<file path="config.mk">
export PLATFORM = sky130hd
export DESIGN_NAME = gpio_busport
export DESIGN_NICKNAME = d
export VERILOG_FILES = /design/src/rtl/gpio_busport_pkg.sv /design/src/rtl/gpio_busport_sync.sv /design/src/rtl/gpio_busport_regs.sv /design/src/rtl/gpio_busport_pinmux.sv /design/src/rtl/gpio_busport.sv
export SDC_FILE = /design/constraint.sdc
export NUM_CORES = 1
export LEC_CHECK = 0
export BUFFER_PORTS_ARGS = -buffer_cell sky130_fd_sc_hd__buf_2
export CORE_MARGIN = 5
export CORE_UTILIZATION = 46
export CTS_CLUSTER_DIAMETER = 60
export DETAILED_ROUTE_END_ITERATION = 10
export GPL_ROUTABILITY_DRIVEN = 0
export PLACE_DENSITY = 0.85
export SYNTH_ARGS = -nofsm -noshare
export SYNTH_HDL_FRONTEND = slang
export SYNTH_SLANG_ARGS = --single-unit
</file>
<file path="constraint.sdc">
create_clock -name clk -period 2 [get_ports clk]
set_clock_uncertainty 0.2 [all_clocks]
set_input_delay 0.2 -clock clk [delete_from_list [all_inputs] [get_ports clk]]
set_output_delay 0.2 -clock clk [all_outputs]
set_load 0.01 [all_outputs]
</file>
<file path="src/rtl/gpio_busport_pkg.sv">
package gpio_busport_pkg;
  typedef enum logic [1:0] {
    MODE_SINGLE  = 2'b00,
    MODE_NEXP    = 2'b01,
    MODE_EMUL    = 2'b10,
    MODE_SPECIAL = 2'b11
  } mode_e;

  localparam logic SEL_VALUE = 1'b0;
  localparam logic SEL_DIR   = 1'b1;
endpackage

</file>
<file path="src/rtl/gpio_busport_sync.sv">
module gpio_busport_sync #(
  parameter int unsigned W      = 8,
  parameter int unsigned STAGES = 2
) (
  input  logic         clk,
  input  logic         rst_n,
  input  logic [W-1:0] d_i,
  output logic [W-1:0] q_o
);
  logic [STAGES-1:0][W-1:0] st_q;
  logic [STAGES-1:0][W-1:0] st_d;

  always_comb begin
    st_d[0] = d_i;
    for (int s = 1; s < STAGES; s++) st_d[s] = st_q[s-1];
  end

  always_ff @(posedge clk or negedge rst_n) begin
    if (!rst_n) st_q <= '0;
    else        st_q <= st_d;
  end

  assign q_o = st_q[STAGES-1];
endmodule

</file>
<file path="src/rtl/gpio_busport_regs.sv">
module gpio_busport_regs
  import gpio_busport_pkg::*;
#(
  parameter int unsigned W = 8
) (
  input  logic         clk,
  input  logic         rst_n,
  input  logic         wr_i,
  input  logic         sel_i,
  input  logic [W-1:0] wdata_i,
  output logic [W-1:0] value_o,
  output logic [W-1:0] dir_o
);
  logic [W-1:0] value_q, value_d;
  logic [W-1:0] dir_q, dir_d;
  logic         value_en, dir_en;

  assign value_en = wr_i && (sel_i == SEL_VALUE);
  assign dir_en   = wr_i && (sel_i == SEL_DIR);

  always_comb begin
    value_d = value_q;
    dir_d   = dir_q;
    if (value_en) value_d = wdata_i;
    if (dir_en)   dir_d   = wdata_i;
  end

  always_ff @(posedge clk or negedge rst_n) begin
    if (!rst_n) begin
      value_q <= '0;
      dir_q   <= '0;
    end else begin
      value_q <= value_d;
      dir_q   <= dir_d;
    end
  end

  assign value_o = value_q;
  assign dir_o   = dir_q;
endmodule

</file>
<file path="src/rtl/gpio_busport_pinmux.sv">
module gpio_busport_pinmux #(
  parameter int unsigned W        = 8,
  parameter int unsigned BUS_PINS = 7
) (
  input  logic [W-1:0]        own_i,
  input  logic                emul_i,
  input  logic                phase_i,
  input  logic [BUS_PINS-1:0] alt_addr_i,
  input  logic [BUS_PINS-1:0] alt_stat_i,
  input  logic [W-1:0]        value_i,
  input  logic [W-1:0]        dir_i,
  output logic [W-1:0]        out_o,
  output logic [W-1:0]        oe_o
);
  for (genvar i = 0; i < W; i++) begin : g_pin
    if (i < BUS_PINS) begin : g_shared
      logic alt_bit;
      assign alt_bit = (emul_i && phase_i) ? alt_stat_i[i] : alt_addr_i[i];
      assign out_o[i] = own_i[i] ? alt_bit : value_i[i];
      assign oe_o[i]  = own_i[i] | dir_i[i];
    end else begin : g_plain
      assign out_o[i] = value_i[i];
      assign oe_o[i]  = dir_i[i];
    end
  end
endmodule

</file>
<file path="src/rtl/gpio_busport.sv">
module gpio_busport
  import gpio_busport_pkg::*;
#(
  parameter int unsigned W           = 8,
  parameter int unsigned BUS_PINS    = 7,
  parameter int unsigned SYNC_STAGES = 2
) (
  input  logic                clk,
  input  logic                rst_n,
  input  logic [1:0]          mode_i,
  input  logic                reg_addr_i,
  input  logic                reg_wr_i,
  input  logic                reg_rd_i,
  input  logic [W-1:0]        reg_wdata_i,
  output logic [W-1:0]        reg_rdata_o,
  input  logic [W-1:0]        pin_in_i,
  output logic [W-1:0]        pin_out_o,
  output logic [W-1:0]        pin_oe_o,
  input  logic [BUS_PINS-1:0] alt_addr_i,
  input  logic [BUS_PINS-1:0] alt_stat_i,
  input  logic                alt_phase_i,
  input  logic [W-1:0]        ext_rdata_i,
  output logic                ext_rd_o,
  output logic                ext_wr_o,
  output logic                ext_addr_o,
  output logic [W-1:0]        ext_wdata_o
);
  localparam logic [W-1:0] BUS_MASK = {{(W-BUS_PINS){1'b0}}, {BUS_PINS{1'b1}}};

  mode_e        mode_q, mode_d;
  logic         expanded, emul;
  logic [W-1:0] own;
  logic [W-1:0] value_q, dir_q, pin_sync;
  logic [W-1:0] local_rd;

  always_comb mode_d = mode_e'(mode_i);

  always_ff @(posedge clk or negedge rst_n) begin
    if (!rst_n) mode_q <= MODE_SINGLE;
    else        mode_q <= mode_d;
  end

  assign emul     = (mode_q == MODE_EMUL);
  assign expanded = (mode_q == MODE_NEXP) || emul;
  assign own      = expanded ? BUS_MASK : '0;

  gpio_busport_regs #(.W(W)) regs_i (
    .clk     (clk),
    .rst_n   (rst_n),
    .wr_i    (reg_wr_i),
    .sel_i   (reg_addr_i),
    .wdata_i (reg_wdata_i),
    .value_o (value_q),
    .dir_o   (dir_q)
  );

  gpio_busport_sync #(.W(W), .STAGES(SYNC_STAGES)) sync_i (
    .clk   (clk),
    .rst_n (rst_n),
    .d_i   (pin_in_i),
    .q_o   (pin_sync)
  );

  gpio_busport_pinmux #(.W(W), .BUS_PINS(BUS_PINS)) pinmux_i (
    .own_i      (own),
    .emul_i     (emul),
    .phase_i    (alt_phase_i),
    .alt_addr_i (alt_addr_i),
    .alt_stat_i (alt_stat_i),
    .value_i    (value_q),
    .dir_i      (dir_q),
    .out_o      (pin_out_o),
    .oe_o       (pin_oe_o)
  );

  always_comb begin
    local_rd = dir_q;
    if (reg_addr_i == SEL_VALUE) begin
      for (int b = 0; b < W; b++)
        local_rd[b] = (dir_q[b] && !own[b]) ? value_q[b] : pin_sync[b];
    end
  end

  always_comb begin
    if (!reg_rd_i)  reg_rdata_o = '0;
    else if (emul)  reg_rdata_o = ext_rdata_i;
    else            reg_rdata_o = local_rd;
  end

  assign ext_rd_o    = emul && reg_rd_i;
  assign ext_wr_o    = emul && reg_wr_i;
  assign ext_addr_o  = reg_addr_i;
  assign ext_wdata_o = reg_wdata_i;
endmodule

</file>
==> impl_metrics.tcl <==
set metrics [dict create \
    run_status "completed" \
    report.final.setup_viol 0 \
    async_flop_share_pct 100.0 \
    max-vdd-ir-drop_v 0.0005260 \
    placed_area_um2 2051 \
    p_sw_share_pct 26.84 \
    fmax_ghz 0.5110 \
    via_count 1440 \
    die_h_um 70.62 \
    synth_edf_count 0 \
    cts_tree "yes" \
    switchingPower_uw 496.3 \
    layout-drive-gt1-share_pct 46.53 \
    cp_max_fo 16 \
    die_area_um2 4987 \
    grt_max_degree 35 \
    ys_types 24 \
    pwr-share-comb_pct 23.2 \
    grt_pass1_wl_mm 7.238 \
    ant_nets 0 \
    fin_cells 293 \
    muxShareOfSynthArea_pct 14.80 \
    netlist_area_um2 1690 \
    fp.coreArea_um2 3606 \
    p_per_area_nw_per_um2 766.6 \
    critPathLaunchType "register" \
    synth_area_leaders "dfrtp_1 50%, mux2_2 11%, buf_4 5.8%" \
    hpwl_mm 3.012 \
    finalMaxSlewViolations 0 \
    power_mw 1.849 \
    rows 22 \
    dp_cells 265 \
    final.min_clock_period_ns 1.957 \
    grtUsageTotal_pct 18.19 \
    synthSimpleGateAreaFrac_pct 15.10 \
    vias_per_cell 4.915 \
    synth_top_family_by_area "simple AND/OR/NAND/NOR gates" \
    synth_nets 199 \
    yosysMostFrequentCell "dfrtp_1" \
    syn2layout_area_growth_pct 42.71 \
    maxSlewHeadroom_pct 51.74 \
    min-delay-path-class "reg2reg" \
    cpMaxStageDelayCell "dfrtp_1" \
    drc 0 \
    synthCells 152 \
    p_leak_nw 1.161 \
    final_area_um2 2412 \
    ys_ff_latch 34 \
    first_pass_iters 4 \
    ys.flop_type "dfrtp_1" \
    nets 291 \
    clk_pin_slew_ns 0.07 \
    cts_buffer_depth 2 \
    hold_viol 0 \
    pin_count 81 \
    slowest_delay_ns 0.37 \
    yosysTopAreaCellShare_pct 50.33 \
    ys_seq_area_share_pct 50.33 \
    clk_latency_ns 0.28 \
    avgSynthCellArea_um2 11.12 \
    overflow 0 \
    yosys.area_share.adder_pct 0.7402 \
    root_buffer "clkbuf_8" \
    antenna_found_initial 0 \
    cp.required_ns 1.60 \
    synthTopCellsByCount "34 x dfrtp_1, 16 x mux2_2, 15 x o21ai_0" \
    crit_chain "inv_2 > ha_4 > buf_12 > nand3b_1 > o21ai_0 > a21oi_1 > buf_2" \
    p_clk_share_pct 33.2 \
    wirelength_mm 4.217 \
    worst_pin_slew_ns 0.7238 \
    portBuffers 80 \
    p_seq_share_pct 43.6 \
    numCtsBuffers 5 \
    internal_power_mw 1.353 \
    fin_crit_sh_pct 97.85 \
    yosysTopAreaCell "dfrtp_1" \
    drt_iter0_drc 40 \
    cp-end-kind "primary output" \
    clkSinkCount 34 \
    antenna_cells 0 \
    cts_max_level 2 \
    drt-wirelength-per-cell_um 14.39 \
    synth-xor-area-share_pct 0 \
    criticalPathCategory "reg2out" \
    die_w_um 70.62 \
    critPathArrivalTime_ns 1.56 \
    initial_core_util_pct 46.88 \
    grt_pass1_vias 1506 \
    grt_setup_unrepaired "yes" \
    max-cap-violations 0 \
    yosysWarnings 0 \
    synth-compound-area-share_pct 10.88 \
]
[per-layer routing]
layer  vias up  wire length (µm)  GRT usage [%]
li1        703                 -              -
met1       676              1646          21.47
met2        57              2191          31.19
met3         4               344          6.676
met4         0                34          5.219
met5         -                 0              0
[critical path: cells and delay by family, from the launching register on]
kind	cells	cell delay [ns]
compound gates	2	0.25
buf+inv	3	0.38
fa+ha+maj	1	0.21
flops	1	0.37
simple gates	1	0.07
[state kept, by name, summed over array words and instances (netlist names)]
| signal | flops |
|---|---|
| sync_i.q_o | 8 |
| regs_i.value_o | 8 |
| regs_i.dir_o | 8 |
| mode_q | 2 |
| sync_i.st_d | 8 |
[cells in the final DEF, fill, tap and decap left out, drive strengths merged, types with 5 or more instances in the layout]
cell / n
nand2b: 14
clkbuf: 5
o21ai: 15
nand2: 10
nand3b: 6
mux2: 16
mux2i: 7
dfrtp: 34
buf: 85
a21oi: 7
o311ai: 7
nor2b: 6
dlygate4sd3: 19
[stage by stage]
stage / setup WS (ns) / setup TNS [ns] / hold slack (ns) / utilization (%)
after floorplan: 0.2359 / 0 / -0.2956 / -
after global placement: 0.2751 / 0 / 0.09544 / 56.87
after detailed placement: 0.2499 / 0 / 0.09735 / 56.87
after CTS: 0.007240 / 0 / 0.1539 / 66.00
after global routing: -0.04166 / -0.1663 / 0.1566 / 66.90
final: 0.04293 / 0 / 0.1507 / 66.90
[timing repair]
item / 4_1_cts / 5_1_grt
gates resized for setup: 5 / 18
setup buffers: 0 / 1
endpoints found under the setup margin: 12 / 14
hold buffers: 19 / 0
endpoints found under the hold margin: 59 / 0
pin swaps: 3 / 5
[cell type report]
cell class	count	area (µm²)
fill	288	1194
sequential	34	850.8
multi-input combinational	97	728.2
timing repair buffer	104	651.9
clock buffer	5	68.82
tap	48	60.06
clock inverter	3	45.04
inverter	2	7.507
[kinds of logic after synthesis]
logic type,Yosys count
simple gates,42
flops,34
compound gates,31
mux,23
buf+inv,21
fa+ha+maj,1
[power groups by stage]
stage / clock [mW] / sequential, mW / combinational, mW
floorplan: 0 / 0.797 / 0.237
global placement: 0 / 0.813 / 0.368
detailed placement: 0 / 0.816 / 0.374
CTS: 0.632 / 0.804 / 0.412
global route: 0.659 / 0.814 / 0.479
finish: 0.614 / 0.806 / 0.430
[final timing paths]
kind                                             start                            end  slack [ns]  cells past startpoint
max                                mode_q[0]$_DFF_PN0_                 reg_rdata_o[3]        0.04                      7
min                          sync_i.st_d[13]$_DFF_PN0_        sync_i.q_o[5]$_DFF_PN0_        0.15                      0
max reg2reg                regs_i.dir_o[0]$_DFFE_PN0P_    regs_i.dir_o[0]$_DFFE_PN0P_        0.99                      1
min reg2reg                  sync_i.st_d[13]$_DFF_PN0_        sync_i.q_o[5]$_DFF_PN0_        0.15                      0
max in group asynchronous                        rst_n  regs_i.value_o[5]$_DFFE_PN0P_        0.83                      2
min in group asynchronous                        rst_n  regs_i.value_o[7]$_DFFE_PN0P_        0.31                      2
Power figures use the tool's default switching activity.
